**config.mk**
```make
export PLATFORM = sky130hd
export DESIGN_NAME = lsm_seq
export DESIGN_NICKNAME = d
export VERILOG_FILES = /design/src/rtl/lsm_pkg.sv /design/src/rtl/lsm_plan.sv /design/src/rtl/lsm_pick.sv /design/src/rtl/lsm_seq.sv
export SDC_FILE = /design/constraint.sdc
export NUM_CORES = 1
export LEC_CHECK = 0
export BUFFER_PORTS_ARGS = -buffer_cell sky130_fd_sc_hd__buf_4
export CAP_MARGIN = 30
export CORE_MARGIN = 2
export CORE_UTILIZATION = 52
export DETAILED_ROUTE_END_ITERATION = 10
export PLACE_DENSITY_LB_ADDON = 0.2
export SETUP_SLACK_MARGIN = 0.2
export SLEW_MARGIN = 20
export SYNTH_ARGS = -nofsm -noshare
export SYNTH_HDL_FRONTEND = slang
export SYNTH_SLANG_ARGS = --single-unit
```
**constraint.sdc**
```tcl
create_clock -name clk -period 6.32 [get_ports clk]
set_input_delay 0.316 -clock clk [delete_from_list [all_inputs] [get_ports clk]]
set_output_delay 0.316 -clock clk [all_outputs]
set_load 0.01 [all_outputs]
```
**src/rtl/lsm_pkg.sv**
```systemverilog
package lsm_pkg;

    localparam int unsigned LSM_ADDR_W = 32;
    localparam int unsigned LSM_NREG   = 16;
    localparam int unsigned LSM_BYTES  = 4;

    typedef enum logic [1:0] {
        AM_UP_AFTER   = 2'd0,
        AM_UP_BEFORE  = 2'd1,
        AM_DOWN_AFTER = 2'd2,
        AM_DOWN_BEFORE = 2'd3
    } amode_e;

    typedef enum logic [1:0] {
        SQ_IDLE = 2'd0,
        SQ_MOVE = 2'd1,
        SQ_DONE = 2'd2
    } sq_state_e;

    // Downward modes place the block below the base.
    function automatic logic mode_down(amode_e m);
        return m[1];
    endfunction

    // Modes whose first word sits one word above the lowest block address.
    function automatic logic mode_skip_word(amode_e m);
        return m[1] ^ m[0];
    endfunction

endpackage

```
**src/rtl/lsm_plan.sv**
```systemverilog
module lsm_plan
    import lsm_pkg::*;
#(
    parameter int unsigned ADDR_W = LSM_ADDR_W,
    parameter int unsigned NREG   = LSM_NREG,
    parameter int unsigned BYTES  = LSM_BYTES
) (
    input  logic [ADDR_W-1:0] base,
    input  logic [NREG-1:0]   mask,
    input  logic [1:0]        mode,
    output logic [ADDR_W-1:0] first_addr,
    output logic [ADDR_W-1:0] wb_addr
);
    localparam int unsigned CNT_W = $clog2(NREG + 1);

    amode_e              am;
    logic [CNT_W-1:0]    cnt;
    logic [ADDR_W-1:0]   span;
    logic [ADDR_W-1:0]   low;

    assign am = amode_e'(mode);

    always_comb begin
        cnt = '0;
        for (int i = 0; i < NREG; i++) begin
            cnt = cnt + CNT_W'(mask[i]);
        end
    end

    assign span       = ADDR_W'(cnt) * ADDR_W'(BYTES);
    assign low        = mode_down(am) ? (base - span) : base;
    assign first_addr = low + (mode_skip_word(am) ? ADDR_W'(BYTES) : '0);
    assign wb_addr    = mode_down(am) ? (base - span) : (base + span);

endmodule

```
**src/rtl/lsm_pick.sv**
```systemverilog
module lsm_pick
    import lsm_pkg::*;
#(
    parameter int unsigned NREG = LSM_NREG,
    localparam int unsigned IDX_W = $clog2(NREG)
) (
    input  logic [NREG-1:0]  pend,
    output logic [NREG-1:0]  grant,
    output logic [IDX_W-1:0] idx
);
    for (genvar g = 0; g < NREG; g++) begin : g_grant
        if (g == 0) begin : g_lowest
            assign grant[g] = pend[g];
        end else begin : g_upper
            assign grant[g] = pend[g] & ~(|pend[g-1:0]);
        end
    end

    always_comb begin
        idx = '0;
        for (int i = 0; i < NREG; i++) begin
            if (grant[i]) begin
                idx = idx | IDX_W'(i);
            end
        end
    end

endmodule

```
**src/rtl/lsm_seq.sv**
```systemverilog
module lsm_seq
    import lsm_pkg::*;
#(
    parameter int unsigned ADDR_W = LSM_ADDR_W,
    parameter int unsigned NREG   = LSM_NREG,
    parameter int unsigned BYTES  = LSM_BYTES,
    localparam int unsigned IDX_W = $clog2(NREG)
) (
    input  logic              clk,
    input  logic              rst,
    input  logic              start_valid,
    output logic              start_ready,
    input  logic [ADDR_W-1:0] base_addr,
    input  logic [NREG-1:0]   reg_list,
    input  logic [1:0]        mode,
    input  logic              wb_en,
    output logic              xfer_valid,
    input  logic              xfer_ready,
    output logic [IDX_W-1:0]  xfer_idx,
    output logic [ADDR_W-1:0] xfer_addr,
    output logic              done,
    output logic              wb_valid,
    output logic [ADDR_W-1:0] wb_value,
    output logic              pc_loaded
);
    typedef struct packed {
        sq_state_e         st;
        logic [NREG-1:0]   pend;
        logic [ADDR_W-1:0] addr;
        logic [ADDR_W-1:0] wbv;
        logic              wbe;
        logic              pcf;
    } seq_t;

    seq_t              q;
    logic [ADDR_W-1:0] plan_first;
    logic [ADDR_W-1:0] plan_wb;
    logic [NREG-1:0]   pick_grant;
    logic [IDX_W-1:0]  pick_idx;
    logic [NREG-1:0]   pend_next;
    logic              accept;

    lsm_plan #(.ADDR_W(ADDR_W), .NREG(NREG), .BYTES(BYTES)) u_plan (
        .base       (base_addr),
        .mask       (reg_list),
        .mode       (mode),
        .first_addr (plan_first),
        .wb_addr    (plan_wb)
    );

    lsm_pick #(.NREG(NREG)) u_pick (
        .pend  (q.pend),
        .grant (pick_grant),
        .idx   (pick_idx)
    );

    assign start_ready = (q.st != SQ_MOVE);
    assign accept      = start_valid && start_ready;
    assign pend_next   = q.pend & ~pick_grant;

    always_ff @(posedge clk) begin
        if (rst) begin
            q.st   <= SQ_IDLE;
            q.pend <= '0;
            q.addr <= '0;
            q.wbv  <= '0;
            q.wbe  <= 1'b0;
            q.pcf  <= 1'b0;
        end else if (accept) begin
            q.pend <= reg_list;
            q.addr <= plan_first;
            q.wbv  <= plan_wb;
            q.wbe  <= wb_en;
            q.pcf  <= reg_list[NREG-1];
            q.st   <= (reg_list == '0) ? SQ_DONE : SQ_MOVE;
        end else begin
            case (q.st)
                SQ_MOVE: begin
                    if (xfer_ready) begin
                        q.pend <= pend_next;
                        q.addr <= q.addr + ADDR_W'(BYTES);
                        if (pend_next == '0) begin
                            q.st <= SQ_DONE;
                        end
                    end
                end
                SQ_DONE: q.st <= SQ_IDLE;
                default: q.st <= SQ_IDLE;
            endcase
        end
    end

    assign xfer_valid = (q.st == SQ_MOVE);
    assign xfer_idx   = pick_idx;
    assign xfer_addr  = q.addr;
    assign done       = (q.st == SQ_DONE);
    assign wb_valid   = done && q.wbe;
    assign wb_value   = q.wbv;
    assign pc_loaded  = done && q.pcf;


    hold_on_stall_chk: assert property (@(posedge clk) disable iff (rst)
        (xfer_valid && !xfer_ready) |=>
            (xfer_valid && $stable(xfer_addr) && $stable(xfer_idx)));


    addr_step_chk: assert property (@(posedge clk) disable iff (rst)
        (xfer_valid && xfer_ready && !start_valid) |=>
            (!xfer_valid || (xfer_addr == ADDR_W'($past(xfer_addr) + ADDR_W'(BYTES)))));


    idx_rising_chk: assert property (@(posedge clk) disable iff (rst)
        (xfer_valid && xfer_ready) |=> (!xfer_valid || (xfer_idx > $past(xfer_idx))));


    one_grant_chk: assert property (@(posedge clk) disable iff (rst)
        xfer_valid |-> $onehot(pick_grant));


    done_excl_chk: assert property (@(posedge clk) disable iff (rst)
        done |-> !xfer_valid);


    done_after_last_chk: assert property (@(posedge clk) disable iff (rst)
        (xfer_valid && xfer_ready && $onehot(q.pend)) |=> done);

endmodule

```
==> Word level (Yosys, flattened, before mapping) <==
Cells that the tools add are included.
{ "word_totals": {"out_inout_bits": 73, "word_cells": 110, "mem_count": 0, "inputBits": 55, "reg_bits": 84, "latch_bits": 0, "rom_bits": 0, "mem_bits_rw": 0} }
{ "op_classes": {"n_div": 0, "add_sub_neg": 19, "bitwise_logic": 33, "magnitude_cmp": 0, "multipliers": 0, "muxes": 24, "n_reduce_logical": 23, "shift": 0, "n_eq_ne": 5} }
{ "ops": {"columns": ["cell", "n"], "rows": [
  ["$mux 50", 2],
  ["$add 5x1->5", 14],
  ["$mux 32", 2],
  ["$mux 48", 1],
  ["$add 32x3->32 const B", 1],
  ["$add 32x32->32", 1],
  ["$add 32x7->32", 1],
  ["$logic_not 16->1", 2],
  ["$mux 4", 8],
  ["$sub 32x7->32", 1],
  ["$and 16x16->16", 1],
  ["$not 16->16", 1],
  ["$and 1x1->1", 15],
  ["$mux 3", 5],
  ["$not 1->1", 15],
  ["$reduce_or 15->1", 1],
  ["$reduce_or 14->1", 1],
  ["$reduce_or 13->1", 1],
  ["$reduce_or 12->1", 1],
  ["$reduce_or 11->1", 1],
  ["$mux 2", 5],
  ["$reduce_or 10->1", 1],
  ["$reduce_or 9->1", 1],
  ["$reduce_or 8->1", 1],
  ["16 further kinds", 21]
]} }

==> Longest topological paths before layout <==
{ "depth": {"word_depth": 19, "mapped_depth": 27, "mapped_depth_nobuf": 25} }

==> Cells and area by module <==
From an unflattened synthesis, not the netlist that was laid out.
{ "unflattened": {"cells_unflattened": 1026, "hier_area_um2": 7684.9} }
{ "by_module_without_submodules": {"columns": ["module", "area_each_um2", "instances", "seq_area_each_um2", "cells_each"], "rows": [
  ["lsm_seq", 4257.8, 1, 1681.6, 551],
  ["lsm_plan", 3090.5, 1, 0.0, 425],
  ["lsm_pick", 336.6, 1, 0.0, 50]
]} }

==> Least setup slack after synthesis <==
Ideal clock, no wire load.
{ "synth_timing": {"path_kind": "input to register", "start": "input reg_list[0]", "end": "register q (netlist bit xfer_addr[26])", "t_required_ns": 6.229, "cell_stages": 21, "setup_time_ns": 0.091, "n_path_buf": 2, "t_arrival_ns": 6.246, "setup_slack_ns": -0.017, "cell_sequence": "inv_1 -> ha_1 -> inv_1 -> fa_1 -> fa_1 -> fa_1 -> fa_1 -> fa_1 -> fa_1 -> xnor2_1 -> ha_1 -> buf_2 -> nand2b_1 -> a211oi_4 -> nor2_1 -> a211o_1 -> a2111oi_2 -> buf_2 -> nand3_1 -> or3_1 -> a311oi_1"} }
{ "synth_between": {"elab_chain_cells": 19} }
{ "synth_lines": {"columns": ["item", "line_no", "rtl"], "rows": [
  ["from (decl)", "lsm_seq.sv:14", "input logic [NREG-1:0] reg_list,"],
  ["$add 1x1->2", "lsm_plan.sv:26", "cnt = cnt + CNT_W'(mask[i]);"],
  ["$add 5x1->5 (14 in a row)", "lsm_plan.sv:26", null],
  ["$sub 32x7->32", "lsm_plan.sv:31", "assign low = mode_down(am) ? (base - span) : base;"],
  ["$mux 32", "lsm_plan.sv:31", null],
  ["$add 32x32->32", "lsm_plan.sv:32", "assign first_addr = low + (mode_skip_word(am) ? ADDR_W'(BYTES) : '0);"],
  ["$mux 50", "lsm_seq.sv:69", "end else if (accept) begin"],
  ["to (decl)", "lsm_seq.sv:35", "seq_t q;"]
]} }
Every way passes these cells.
A chain may end at the register's enable or synchronous reset.

==> Final worst setup path <==
{ "layout_timing": {"start": "input reg_list[1]", "end": "register q (netlist bit xfer_addr[22])"} }
The elaborated chain is that of the path after synthesis.

==> impl_metrics.tcl <==
set metrics [dict create \
    globalplace.congestion 0.975 \
    maxSlewViolCount 0 \
    synth.most_common_cell "nand2_1" \
    period_needed_ns 6.02 \
    vias 7736 \
    status "finished, final reports clean" \
    drc 0 \
    finalHoldViolations 0 \
    synth_top_family_by_area "simple AND/OR/NAND/NOR gates" \
    synth.distinct_cells 80 \
    synthAdderAreaFrac_pct 7.16 \
    syn_area_per_cell_um2 7.50 \
    ctsLongestPathBuffers 2 \
    synthXorXnorAreaFrac_pct 9.17 \
    fp.coreArea_mm2 0.0144 \
    vdd_drop_max_mv 0.418 \
    timing.rr.end "q[83]" \
    max_freq_mhz 166 \
    drtIter0Drc 772 \
    use_met2_pct 41.8 \
    cts_made_buffers 9 \
    critPathBufInv 5 \
    path_delay_family "adder cells" \
    crit_path_top_delay_cell "fa_1" \
    placed_area_mm2 0.00867 \
    drt_wl_total_um 23400 \
    async_flop_share_pct 0 \
    critPathCapture "xfer_addr[22]" \
    nets 1193 \
    critical_path_required_ns 6.56 \
    synth_top_cell_area_share_pct 22.3 \
    clk_latency_ns 0.35 \
    grt_use_met3_pct 4.85 \
    area_growth_pct 23.2 \
    grt_pass1_wl_um 37300 \
    synth.mux.area_fraction_pct 1.23 \
    path_depth 23 \
    die_x_um 124 \
    holdWs_ns 0.223 \
    setup_ws_ns 0.296 \
    hold_path_class "input port to flip-flop" \
    synthCells 1006 \
    fin_skew_ns 0.00781 \
    cts_tree "built" \
    start_util_pct 52.5 \
    period_share_pct 95.3 \
    vias_per_cell 5.97 \
    grt_usage_pct 29.5 \
    setup_viol 0 \
    wl_per_cell_um 18.1 \
    io_pins 128 \
    synth_common_cells "nand2_1 (104), nor2_1 (103), dfxtp_1 (84)" \
    power.leakage_nw 3.81 \
    relSlewSlack_pct 39.2 \
    ys_ff_latch 84 \
    synth_edf_count 0 \
    rsz0062_at_grt "true" \
    crit_fanout 6 \
    ys_seq_area_share_pct 22.3 \
    cap_violations 0 \
    synth-simple-area-share_pct 28.5 \
    yosys_most_used_dff "dfxtp_1" \
    r2r_slack_ns 3.30 \
    syn-num-nets 1093 \
    ant_nets 0 \
    yosys_warnings 0 \
    crit_chain "buf_8 > inv_4 > ha_4 > inv_2 > fa_1 > fa_2 > fa_1 > fa_1 > fa_2 > fa_2 > nor2b_1 > o21a_1 > inv_1 > ha_2 > or4b_4 > nor3_4 > nor4b_4 > or3b_4 > o22ai_4 > buf_6 > nand4_1 > o211a_1 > o31a_1" \
    drtPass1Iterations 5 \
    pre_cts_slack_ns -0.178 \
    die_h_um 124 \
    hpwlAfterDp_um 17500 \
    synth-compound-area-share_pct 19.7 \
    grt_pass1_vias 6921 \
    synth_largest_area_cell "dfxtp_1" \
    clock-sinks 84 \
    htreeDepth 3 \
    setup_total_negative_slack_ns 0 \
    synth.cell_area_mm2 0.00754 \
    final_area_mm2 0.00929 \
    grt_max_degree 83 \
    grt_use_met1_pct 45.3 \
    die_area_mm2 0.0155 \
    grt_busiest_layer "met1" \
    ff2ff_path_depth 7 \
    diodes 0 \
    portBuffers 127 \
    final_layout_size_suffix_gt1_share_pct 27.1 \
    clk_pin_slew_ns 0.07 \
    power_density_mw_per_mm2 307 \
    antenna_found_initial 0 \
    overflow 0 \
    path_class "input port to flip-flop" \
    start_kind "input port" \
    synthTopCellsByArea "dfxtp_1 (22%), buf_4 (6.4%), xnor2_1 (5.3%)" \
    ctsHoldBuffers 0 \
    endpoint_kind "flip-flop" \
    fillers 1318 \
    r2r-start "q[66]" \
    arrival_ns 6.26 \
    cts-root-buf "clkbuf_16" \
    worst_slew_pin_slew_ns 0.911 \
    startpoint "reg_list[1]" \
    num_rows 44 \
    slowest_delay_ns 0.53 \
]
==> area by class of cell <==
| cell class | instances | area (um2) | share of cell area, % |
|---|---|---|---|
| clock inverters | 7 | 106 | 1.14 |
| clock buffers | 9 | 225 | 2.42 |
| multi-input cells | 750 | 5230 | 56.2 |
| flip-flops and latches | 84 | 1680 | 18.1 |
| inverters | 46 | 178 | 1.91 |
| well taps | 184 | 230 | 2.48 |
| repair buffers | 215 | 1650 | 17.7 |
==> layer usage <==
metal,wire [um],part of all wire (%)
met2,9790,42
met4,461,2.0
met1,11400,49
met3,1810,7.7
met5,0,0
==> registers in the layout, summed over array words and instances, names as in the netlist <==
| signal | count |
|---|---|
| q | 20 |
| wb_value | 32 |
| xfer_addr | 32 |
==> worst min-delay path: stages <==
cell     delay [ns]
buf_4          0.11
nand2_1        0.05
a21oi_1        0.05
==> cells by family after synthesis <==
group / after synthesis
simple gates: 418
compound gates: 207
buf+inv: 172
flops: 84
xor+xnor: 79
fa+ha+maj: 37
mux: 9
==> how the worst min path moves through the flow <==
stage | startpoint | to | slack, ns | depth (start not counted)
6_report | wb_en | q[1] | 0.22 | 3
5_1_grt | wb_en | q[1] | 0.23 | 3
4_1_cts | wb_en | q[1] | 0.21 | 3
3_5_place_dp | wb_value[21] | wb_value[21] | 0.45 | 2
3_3_place_gp | q[0] | q[0] | 0.44 | 2
2_1_floorplan | wb_value[18] | wb_value[18] | 0.43 | 2
==> stage by stage <==
stage	util, %	power [mW]	std cells
2_1_floorplan	-	1.65	1006
3_3_place_gp	60.3	2.13	1274
3_5_place_dp	60.3	2.14	1274
4_1_cts	63.0	2.77	1292
5_1_grt	64.7	3.03	1295
6_report	64.7	2.86	1295
==> power breakdown <==
group / switching, mW / internal (mW) / total [mW] / leakage (nW)
registers: 0.0594 / 0.588 / 0.647 / 0.693
clock network: 0.249 / 0.354 / 0.603 / 0.163
logic: 0.878 / 0.729 / 1.61 / 2.95
total: 1.19 / 1.67 / 2.86 / 3.81
==> cell usage in the layout (no fill, tap or decap), drive strengths merged, types with 5 or more instances in the layout <==
cell type	synthesis	routed
o21ai	26	26
or4	5	5
nor4	22	22
xor2	33	33
o22ai	8	8
a2111oi	7	7
nand4b	6	6
dfxtp	84	84
maj3	5	5
and3	18	18
nor3	33	33
and4	7	7
nand3b	7	7
o31ai	5	5
mux2i	7	7
and2	7	7
fa	12	12
nand2	104	104
xnor2	46	46
a211oi	24	24
a21o	7	7
inv	46	49
a41oi	6	6
or2	7	7
a21oi	44	44
nand3	31	31
nand4	22	22
nand2b	6	6
a31oi	12	12
o211ai	7	7
buf	79	215
nor2b	8	8
nor2	104	104
ha	20	20
a22oi	14	14
clkbuf	47	9
or3	22	22
==> repair_timing <==
action                     4_1_cts  5_1_grt
cloned                           1        0
resized for setup                6       49
buffers inserted                 1        3
pin swaps                        2       14
setup endpoints to repair        8       23
(Power assumes the default switching activity.)
